--- config.mk ---
export PLATFORM = sky130hd
export DESIGN_NAME = two_step_combiner
export DESIGN_NICKNAME = d
export VERILOG_FILES = /design/src/rtl/combiner_pkg.sv /design/src/rtl/combiner_ctrl.sv /design/src/rtl/combiner_dp.sv /design/src/rtl/two_step_combiner.sv
export SDC_FILE = /design/constraint.sdc
export NUM_CORES = 1
export LEC_CHECK = 0
export ABC_AREA = 1
export BUFFER_PORTS_ARGS = -buffer_cell sky130_fd_sc_hd__buf_2
export CAP_MARGIN = 20
export CORE_MARGIN = 2
export CORE_UTILIZATION = 40
export DETAILED_ROUTE_END_ITERATION = 12
export HOLD_SLACK_MARGIN = 0.15
export RECOVER_POWER = 25
export SLEW_MARGIN = 10
export SYNTH_ARGS = -nofsm -noshare
export SYNTH_HDL_FRONTEND = slang
export SYNTH_HIERARCHICAL = 1
export SYNTH_SLANG_ARGS = --single-unit
--- constraint.sdc ---
create_clock -name clk -period 2.1 [get_ports clk]
set_input_delay 0.105 -clock clk [delete_from_list [all_inputs] [get_ports clk]]
set_output_delay 0.105 -clock clk [all_outputs]
set_load 0.05 [all_outputs]
--- src/rtl/combiner_pkg.sv ---
package combiner_pkg;

  // Strobes from the phase controller to the exchange datapath
  typedef struct packed {
    logic captureFirst;  // latch first-step decisions
    logic capturePair;   // form the two-step entries
    logic emitLo;        // present lower half of the pair word
    logic emitHi;        // present upper half of the pair word
  } strobe_t;

endpackage

--- src/rtl/combiner_ctrl.sv ---
module combiner_ctrl
  import combiner_pkg::*;
#(
  parameter int DEPTH  = 16,
  parameter int ADDR_W = $clog2(DEPTH)
) (
  input  logic              clk,
  input  logic              rstN,
  input  logic              decValid,
  output strobe_t           strobes,
  output logic [ADDR_W-1:0] addr
);

  localparam logic [ADDR_W-1:0] LAST_ADDR = ADDR_W'(DEPTH - 1);

  logic phase;   // 0: first step of a pair, 1: second step
  logic emitLo;
  logic emitHi;

  always_ff @(posedge clk) begin
    if (!rstN) begin
      phase  <= 1'b0;
      emitLo <= 1'b0;
      emitHi <= 1'b0;
      addr   <= '0;
    end else begin
      if (decValid) phase <= ~phase;
      emitLo <= decValid & phase;
      emitHi <= emitLo;
      if (emitHi) addr <= (addr == LAST_ADDR) ? '0 : addr + ADDR_W'(1);
    end
  end

  always_comb begin
    strobes.captureFirst = decValid & ~phase;
    strobes.capturePair  = decValid & phase;
    strobes.emitLo       = emitLo;
    strobes.emitHi       = emitHi;
  end

  // Halves are written on consecutive cycles and never together
  assert_hi_after_lo_R4: assert property (@(posedge clk) disable iff (!rstN)
    emitLo |=> emitHi);
  assert_halves_exclusive_R4: assert property (@(posedge clk) disable iff (!rstN)
    $onehot0({emitLo, emitHi}));
  // Address moves only after the upper half
  assert_addr_hold_R5: assert property (@(posedge clk) disable iff (!rstN)
    (!emitHi && !$past(!rstN)) |=> $stable(addr));
  assert_addr_step_R5: assert property (@(posedge clk) disable iff (!rstN)
    (emitHi && addr != LAST_ADDR) |=> addr == $past(addr) + ADDR_W'(1));
  assert_addr_wrap_R6: assert property (@(posedge clk) disable iff (!rstN)
    (emitHi && addr == LAST_ADDR) |=> addr == '0);
  // Idle cycles leave the step phase alone
  assert_idle_phase_R7: assert property (@(posedge clk) disable iff (!rstN)
    !decValid |=> $stable(phase));

endmodule

--- src/rtl/combiner_dp.sv ---
module combiner_dp
  import combiner_pkg::*;
#(
  parameter int STATES = 128
) (
  input  logic              clk,
  input  logic              rstN,
  input  strobe_t           strobes,
  input  logic [STATES-1:0] dec,
  output logic [STATES-1:0] wrData
);

  localparam int PAIR_W = 2 * STATES;
  localparam int HALF_S = STATES / 2;

  logic [STATES-1:0] firstReg;
  logic [PAIR_W-1:0] pairReg;
  logic [PAIR_W-1:0] pairNext;

  // Per-state exchange: pick the predecessor's first-step bit
  for (genvar s = 0; s < STATES; s++) begin : g_state
    localparam int PRED_LO = s / 2;
    localparam int PRED_HI = PRED_LO + HALF_S;
    logic oldBit;
    assign oldBit          = dec[s] ? firstReg[PRED_HI] : firstReg[PRED_LO];
    assign pairNext[2*s+1] = dec[s];
    assign pairNext[2*s]   = oldBit;
  end

  always_ff @(posedge clk) begin
    if (!rstN) begin
      firstReg <= '0;
      pairReg  <= '0;
    end else begin
      if (strobes.captureFirst) firstReg <= dec;
      if (strobes.capturePair)  pairReg  <= pairNext;
    end
  end

  assign wrData = strobes.emitHi ? pairReg[PAIR_W-1:STATES] : pairReg[STATES-1:0];

  // The first-step history changes only on a first-step capture
  assert_first_held_R7: assert property (@(posedge clk) disable iff (!rstN)
    (!strobes.captureFirst && !$past(!rstN)) |=> $stable(firstReg));

endmodule

--- src/rtl/two_step_combiner.sv ---
module two_step_combiner
  import combiner_pkg::*;
#(
  parameter int STATES = 128,
  parameter int DEPTH  = 16,
  parameter int ADDR_W = $clog2(DEPTH)
) (
  input  logic              clk,
  input  logic              rstN,
  input  logic              decValid,
  input  logic [STATES-1:0] dec,
  output logic              wrEn,
  output logic              wrHalf,
  output logic [ADDR_W-1:0] wrAddr,
  output logic [STATES-1:0] wrData
);

  strobe_t strobes;

  combiner_ctrl #(.DEPTH(DEPTH), .ADDR_W(ADDR_W)) i_ctrl (
    .clk      (clk),
    .rstN     (rstN),
    .decValid (decValid),
    .strobes  (strobes),
    .addr     (wrAddr)
  );

  combiner_dp #(.STATES(STATES)) i_dp (
    .clk     (clk),
    .rstN    (rstN),
    .strobes (strobes),
    .dec     (dec),
    .wrData  (wrData)
  );

  assign wrEn   = strobes.emitLo | strobes.emitHi;
  assign wrHalf = strobes.emitHi;

  // Lower half appears right after the second step, which carried state 0's newer bit
  assert_newer_bit_R2: assert property (@(posedge clk) disable iff (!rstN)
    (wrEn && !wrHalf) |-> (wrData[1] == $past(dec[0]) && $past(decValid)));
  assert_reset_quiet_R1: assert property (@(posedge clk)
    $past(!rstN) |-> (!wrEn && wrAddr == '0));

endmodule

==> results of run 1 <==
[stage by stage]
stage | cells | power (mW)
detailed placement | 3186 | 11.1
global route | 3403 | 20.0
floorplan | 2504 | 10.2
CTS | 3395 | 19.4
finish | 3403 | 19.2
global placement | 3186 | 11.0
[metal layers]
layer / GRT usage (%) / vias to the layer above
li1: - / 8492
met1: 33.9 / 7808
met2: 38.0 / 476
met3: 4.48 / 106
met4: 9.51 / 2
met5: 0 / -
[power by group through the flow]
stage / clock network [mW] / logic [mW] / registers, mW
3_3_place_gp: 0 / 2.56 / 8.47
4_1_cts: 8.26 / 2.82 / 8.33
5_1_grt: 8.53 / 3.11 / 8.39
6_report: 8.07 / 2.82 / 8.33
2_1_floorplan: 0 / 1.88 / 8.32
3_5_place_dp: 0 / 2.59 / 8.48
[worst max-delay path by stage]
stage                        to  slack, ns
2_1_floorplan         wrData[0]      -0.12
3_3_place_gp   i_dp/pairReg[54]       0.57
6_report             wrData[23]       0.06
4_1_cts              wrData[23]      0.001
3_5_place_dp   i_dp/pairReg[55]       0.51
5_1_grt              wrData[78]       0.01
[area by class of cell]
cell class	instances	share of cell area (%)
Timing Repair Buffer	436	14.8
Multi-Input combinational cell	1563	31.8
Tap cell	539	3.13
Antenna cell	3	0.0348
Clock inverter	13	0.917
Inverter	393	6.89
Sequential cell	391	36.3
Clock buffer	65	6.09
[Yosys cell counts (all sizes together)]
library cell / number / area [µm²]
nand4: 1 / 6.26
buf: 98 / 624
o21ai: 386 / 1930
nand3: 130 / 651
inv: 393 / 1480
nand2: 522 / 1960
ha: 1 / 12.5
nor3: 1 / 5.00
dfxtp: 391 / 7830
nor2: 263 / 987
clkbuf: 59 / 221
a21oi: 259 / 1300
[worst max-delay path, stage by stage, from the launching register on]
cell      delay, ns
dfxtp_4        0.41
buf_12         0.19
buf_12         0.15
o21ai_0        0.29
clkbuf_4       0.31
[flip-flops by register name, summed over array words and instances, names as in the netlist]
name	count
i_ctrl/emitLo	1
i_dp/firstReg	128
i_ctrl/phase	1
i_dp/pairReg	256
i_ctrl/emitHi	1
i_ctrl/addr	4
[repair_timing]
item	CTS	global route
gates resized for setup	16	10
hold endpoints to repair	391	0
pin swaps	0	1
setup endpoints to repair	16	49
cloned	0	1
buffers inserted	0	4
hold buffers	131	0
[logic make-up after synthesis]
group	synth area share, %
flip-flops	46.0
buffers and inverters	13.7
AND/OR/NAND/NOR	21.2
adder cells (fa/ha/maj)	0.0736
AO/OA/AOI/OAI	19.0
==> flow_summary.toml, run 1 <==
[run_status]
status = "finished, final reports clean"

[pwr]
p_leak_nw = 10.1
pwr-share-seq_pct = 43.3
combPwrFrac_pct = 14.7
pwr-share-clk_pct = 42.0
p_switching_mw = 5.43
power_density_nw_per_um2 = 892
p_int_mw = 13.8
swShare_pct = 28.3
peakVddDrop_mv = 0.492

[timing]
post-route-period-util_pct = 97.0
hold_viol = 0
setup_viol = 0
finalSetupTns_ns = 0
setup_ws_ns = 0.0638
holdWs_ns = 0.377
finClkSkew_ns = 0.0146
clock.fmax_ghz = 0.491
period_needed_ns = 2.04
slew_headroom_pct = 42.2
finalMaxSlewViolations = 0
rsz0062_at_grt = "false"
worstMarginPinSlew_ns = 0.867

[grt]
grt_max_degree = 95
grt_pass1_wl_um = 84800
track_usage_pct = 24.5
grt_pass1_vias = 15624
antenna_found_initial = 4
grt-ovfl-total = 0

[yosys]
seq_area_frac_synth_pct = 46.0
netlist_area_um2 = 17000
syn_inst = 2504
synth_nets = 2636
ys_types = 17
yosysWarningCount = 6
synth.avg_cell_area_um2 = 6.79
ys_ff_latch = 391

[layout]
final_common_cell = "nand2_1"
drive_gt1_share_pct = 12.8
design_area_um2 = 21500
nets = 2961
final_cell_mix = "522 x nand2_1, 391 x inv_1, 390 x dfxtp_1"
seq_area_um2 = 7830
finalCoreUtilization_pct = 51.4
multi_input_area_um2 = 6850
num-fill-cells = 4123
synthToLayoutAreaGrowth_pct = 26.8

[hold_path]
hold_class = "input pin to register"
hold-path-endpoint = "i_dp/pairReg[34]"
hold_depth = 6
hp-start = "dec[17]"

[placed_design]
gp_congestion = 0.919
dpl_cell_area_um2 = 18700
dpl_worst_slack_ns = 0.506
portBuffers = 264
dp_hpwl_um = 39100

[critical_path]
critPathLaunchType = "register"
required_ns = 2.00
crit-reg2reg-launch = "i_ctrl/phase"
rrSetupSlack_ns = 0.24
critical_path_class = "register to output port"
timing.rr.end = "i_dp/firstReg[41]"
ff2ff_path_depth = 5
worstPathArrival_ns = 1.93
cp_max_fo = 20
crit_start = "i_ctrl/emitHi"
worstSetupEndpointType = "output port"

[clocking]
cts.sinks = 391
cts_max_level = 2
clockBufferDepth = 3
cts_tree = "done"
cts_made_buffers = 44
insertion_delay_ns = 0.57
clkTransAtPathRegs_ns = 0.05
cts-root-buf = "clkbuf_16"

[route]
viasPerCell = 4.96
post_drt_wl_per_cell_um = 16.4
drt-met1-wl_um = 25900
drtAntennaViolNets = 0
wl_met2_um = 24200
top_layer = "met5"
finalWirelength_um = 55700
drc = 0
dr.pass1.iters = 5
drt_iter0_markers = 1466
wl_met3_um = 3510
vias = 16884

[job]
drv_cap = 0

[floorplanning]
die_area_um2 = 44200
dieWidth_um = 210
core_area_um2 = 41900
start_util_pct = 40.5
rows = 75
pin_count = 265
die_h_um = 210
No activity file was read; power rests on OpenSTA's default activity.
==> run 2: changes to the inputs <==
==> constraint.sdc (replaced) <==
create_clock -name clk -period 2.1 [get_ports clk]
set_input_delay 0.105 -clock clk [delete_from_list [all_inputs] [get_ports clk]]
set_output_delay 0.105 -clock clk [all_outputs]
set_load 0.02 [all_outputs]
==> run 2 against run 1 <==
Effect of this change: total power shrank 5.2%; largest power group unchanged; hold slack improved by 0.0049 ns; final cell count barely moved; maximum frequency rose by 2.5%; first-iteration DRC count fell by 9.8%; sequential power barely moved; largest cell class unchanged; global-route usage about the same; critical path depth fell by 1; clock power shrank 7.6%; sequential cell count is the same.
==> flow_summary.toml, run 2 (same netlist as run 1, synthesis figures left out) <==
[placed_design]
portBuffers = 264
place_inst = 3189
dp_hpwl_um = 38900
gp_congestion = 0.910

[critical_path]
critPathTopFamily = "buffers and inverters"
critPathBufInv = 2
cp_max_fo = 25
critPathSlowestCell = "dfxtp_4"
slowest_delay_ns = 0.43
worstPathArrival_ns = 1.88
worstSetupEndpointType = "output port"
crit_start = "i_ctrl/emitHi"
ff2ff_path_depth = 7
rrSetupSlack_ns = 0.14
crit-reg2reg-launch = "i_ctrl/phase"
critical_path_class = "register to output port"
critPathLaunchType = "register"
required_ns = 2.00
timing.rr.end = "i_dp/pairReg[129]"
worstPathCellList = "buf_12, o21ai_0, buf_2"

[route]
post_drt_wl_per_cell_um = 16.3
wl_met2_um = 24200
viasPerCell = 4.92
dr.pass1.iters = 5
vias = 16750
finalWirelength_um = 55500
drt-met1-wl_um = 26000
top_layer = "met5"
drc = 0
drtAntennaViolNets = 0
drt_iter0_markers = 1323
wl_met3_um = 3750

[hold_path]
hold_depth = 6
hold-path-endpoint = "i_dp/pairReg[38]"
hp-start = "dec[19]"
hold_class = "input pin to register"

[layout]
final_common_cell = "nand2_1"
regMostFlops = "i_dp/pairReg"
stdcell_count = 3406
final_cell_mix = "521 x nand2_1, 391 x inv_1, 390 x dfxtp_1"
reg.largest.list = "i_dp/pairReg (256), i_dp/firstReg (128), i_ctrl/addr (4)"
nets = 2966
num-fill-cells = 4078
largest_register_ffs = 256
finalCoreUtilization_pct = 51.0
drive_gt1_share_pct = 12.6
synthToLayoutAreaGrowth_pct = 25.9

[pwr]
peakVddDrop_mv = 0.460
total_power_mw = 18.2
p_leak_nw = 10.1
power_density_nw_per_um2 = 851

[timing]
finalSetupTns_ns = 0
finClkSkew_ns = 0.0261
hold_viol = 0
finalMaxSlewViolations = 0
period_needed_ns = 1.99
clock.fmax_ghz = 0.503
worstMarginPinSlew_ns = 1.22
setup_viol = 0
rsz0062_at_grt = "false"
slew_headroom_pct = 18.8
post-route-period-util_pct = 94.6

[grt]
grt_pass1_wl_um = 85200
antenna_found_initial = 4
grt_max_degree = 192
track_usage_pct = 24.5
grt-ovfl-total = 0
grt_pass1_vias = 15398

[clocking]
cts_made_buffers = 44
clkTransAtPathRegs_ns = 0.06
cts_tree = "done"
insertion_delay_ns = 0.57
cts-root-buf = "clkbuf_16"
cts_max_level = 2
cts.sinks = 391
clockBufferDepth = 3

[floorplanning]
pin_count = 265
die_area_um2 = 44200
start_util_pct = 40.5
dieWidth_um = 210
core_area_um2 = 41900
die_h_um = 210
rows = 75

[job]
drv_cap = 0

[run_status]
status = "finished, final reports clean"
[run 2: cell types whose count changed in the layout (fill, tap and decap cells not counted), moves of 4 or more]
| cell | delta |
|---|---|
| buf_2 | +23 |
| o21ai_1 | -53 |
| buf_4 | -17 |
| clkbuf_4 | -7 |
| bufinv_16 | -4 |
| clkbuf_1 | +8 |
| dlygate4sd3_1 | +4 |
| o21ai_0 | +53 |
[run 2: how the worst max path moves through the flow]
stage,to,slack [ns],cells past startpoint
floorplan,wrData[0],0.53,5
finish,wrData[45],0.11,3
global route,wrData[91],0.03,4
CTS,i_dp/pairReg[129],0.06,7
detailed placement,i_dp/pairReg[2],0.56,8
global placement,wrData[62],0.58,4
[run 2: tightest hold or removal path, cell delays in order]
cell and delay (ns):
dlygate4sd3_1 0.51, buf_2 0.11, nand2_1 0.04, nand3_1 0.07, nand2_1 0.05, inv_1 0.04
[run 2: area by class of cell]
cell class / instances / area (µm²) / area share [%]
clock inverters: 7 / 67.6 / 0.316
multi-input cells: 1563 / 6860 / 32.1
flip-flops and latches: 391 / 7830 / 36.6
clock buffers: 70 / 1300 / 6.07
repair buffers: 440 / 3160 / 14.8
repair inverters: 1 / 8.76 / 0.0409
inverters: 393 / 1490 / 6.97
diodes: 2 / 5.00 / 0.0234
well taps: 539 / 674 / 3.15
[run 2: layer usage]
metal	vias to the layer above	track usage (%)
met1	7653	34.6
met3	99	4.31
met2	490	38.1
met5	-	0
met4	4	7.75
li1	8504	-
[run 2: repair_timing]
item | in CTS | in global routing
setup endpoints to repair | 2 | 1
pin swaps | 0 | 0
hold buffers | 135 | 0
cloned | 0 | 2
resized for setup | 0 | 5
hold endpoints to repair | 391 | 0
buffers inserted | 1 | 0
[run 2: metrics by stage]
stage	hold WS (ns)	area, µm²	worst slack [ns]
detailed placement	0.409	18700	0.564
global route	0.398	21400	0.0339
global placement	0.399	18700	0.580
floorplan	0.198	17000	0.534
finish	0.382	21400	0.113
CTS	0.356	21400	0.0564
[run 2: report_power, final]
group	leakage, nW	switching (mW)	internal [mW]	total (mW)
Combinational	6.16	1.51	0.910	2.42
Clock	0.671	3.11	4.35	7.46
Sequential	3.22	0.393	7.94	8.34
==> run 3: changes to the inputs <==
- clock period: 2.1 -> 2.2 ns (I/O delays scaled with it)
==> run 3 against run 2 <==
Effect of this change: critical path depth up 1; count of clock-buffer cells in the layout fell by 9; clock power is 2% lower; register-to-register slack gained 0.02 ns; hold slack improved by 0.012 ns; total power shrank 3.6%; sequential share of layout area rose by 0.32 points.
==> flow_summary.toml, run 3 (same netlist as run 1, synthesis figures left out) <==
[run_status]
status = "finished, final reports clean"

[clocking]
clkTransAtPathRegs_ns = 0.06
cts.sinks = 391
cts_made_buffers = 43
cts-root-buf = "clkbuf_16"
cts_tree = "done"
clockBufferDepth = 3
insertion_delay_ns = 0.56
cts_max_level = 2

[route]
finalWirelength_um = 54700
drc = 0
dr.pass1.iters = 5
drtAntennaViolNets = 0
viasPerCell = 4.89
drt_iter0_markers = 1301
post_drt_wl_per_cell_um = 16.2
vias = 16542

[timing]
hold_viol = 0
rsz0062_at_grt = "false"
worstMarginPinSlew_ns = 1.22
slew_headroom_pct = 18.6
clock.fmax_ghz = 0.475
period_needed_ns = 2.11
finalSetupTns_ns = 0
setup_viol = 0
post-route-period-util_pct = 95.8
finalMaxSlewViolations = 0
finClkSkew_ns = 0.0148

[critical_path]
crit_start = "i_ctrl/emitHi"
required_ns = 2.09
worstSetupEndpointType = "output port"
timing.rr.end = "i_dp/firstReg[103]"
cp_max_fo = 95
rrSetupSlack_ns = 0.16
worstPathArrival_ns = 2.00
critical_path_class = "register to output port"
critPathLaunchType = "register"
endpoint = "wrData[119]"
crit-reg2reg-launch = "i_ctrl/phase"
ff2ff_path_depth = 4

[layout]
seq_area_um2 = 7830
multi_input_area_um2 = 6850
largest_register_ffs = 256
synthToLayoutAreaGrowth_pct = 24.8
drive_gt1_share_pct = 12.4
regMostFlops = "i_dp/pairReg"
nets = 2944
reg.largest.list = "i_dp/pairReg (256), i_dp/firstReg (128), i_ctrl/addr (4)"
final_common_cell = "nand2_1"
num-fill-cells = 4178
final_cell_mix = "521 x nand2_1, 391 x inv_1, 390 x dfxtp_1"

[pwr]
swShare_pct = 26.9
power_density_nw_per_um2 = 827
p_switching_mw = 4.72
p_int_mw = 12.8
pwr-share-seq_pct = 45.3
combPwrFrac_pct = 13.0
peakVddDrop_mv = 0.535
p_leak_nw = 9.94
pwr-share-clk_pct = 41.8
total_power_mw = 17.6

[floorplanning]
pin_count = 265
die_area_um2 = 44200
start_util_pct = 40.5
die_h_um = 210
dieWidth_um = 210
core_area_um2 = 41900
rows = 75

[placed_design]
gp_congestion = 0.870
dp_hpwl_um = 38200
portBuffers = 264

[grt]
track_usage_pct = 24.3
grt-ovfl-total = 0
antenna_found_initial = 5
grt_pass1_vias = 15120
grt_pass1_wl_um = 83900
grt_max_degree = 124

[job]
drv_cap = 0

[hold_path]
hold_class = "input pin to register"
-- run 3: critical path, cell delays in order (launching register included) --
cell     delay (ns)
dfxtp_4        0.54
buf_16         0.30
nand2_1        0.09
o21ai_1        0.16
buf_2          0.22
-- run 3: power groups by stage --
| stage | clock [mW] | sequential (mW) | combinational, mW |
|---|---|---|---|
| 2_1_floorplan | 0 | 7.94 | 1.43 |
| 3_3_place_gp | 0 | 8.09 | 2.05 |
| 3_5_place_dp | 0 | 8.10 | 2.08 |
| 4_1_cts | 7.48 | 7.94 | 2.29 |
| 5_1_grt | 7.77 | 8.00 | 2.55 |
| 6_report | 7.34 | 7.95 | 2.28 |
-- run 3: final cells by class --
cell class,count,share of cell area [%]
well taps,539,3.18
diodes,3,0.0354
repair buffers,420,14.0
clock inverters,10,0.708
multi-input cells,1563,32.3
clock buffers,61,5.92
flip-flops and latches,391,36.9
inverters,393,7.00
-- run 3: per-stage QoR --
stage                     cells  setup slack, ns  util, %  area, µm²  hold slack [ns]
after floorplan            2504            0.629        -      17000            0.203
after global placement     3175            0.558     44.2      18600            0.394
after detailed placement   3175            0.534     44.2      18600            0.407
after CTS                  3377           0.0595     50.7      21300            0.357
after global routing       3380           0.0104     50.6      21200            0.391
final                      3380           0.0932     50.6      21200            0.394
-- run 3: what timing repair did --
item / 4_1_cts / 5_1_grt
buffers inserted: 1 / 0
endpoints found under the hold margin: 386 / 0
setup endpoints to repair: 2 / 0
hold buffers: 130 / 0
resized for setup: 1 / 0
-- run 3: how the worst min path moves through the flow --
stage	from	endpoint	slack, ns	cells past startpoint
floorplan	rstN	i_ctrl/emitHi	0.20	2
global placement	dec[127]	i_dp/firstReg[127]	0.39	3
detailed placement	dec[127]	i_dp/pairReg[255]	0.41	3
CTS	dec[127]	i_dp/pairReg[255]	0.36	4
global route	dec[127]	i_dp/pairReg[255]	0.39	4
finish	dec[14]	i_dp/pairReg[28]	0.39	6
-- run 3: metal layers --
| metal | wire, µm | GRT usage [%] | part of all wire [%] |
|---|---|---|---|
| met1 | 26200 | 35.1 | 48 |
| met5 | 0 | 0 | 0 |
| met4 | 1610 | 7.58 | 3.0 |
| met2 | 23400 | 37.1 | 43 |
| met3 | 3490 | 3.95 | 6.4 |
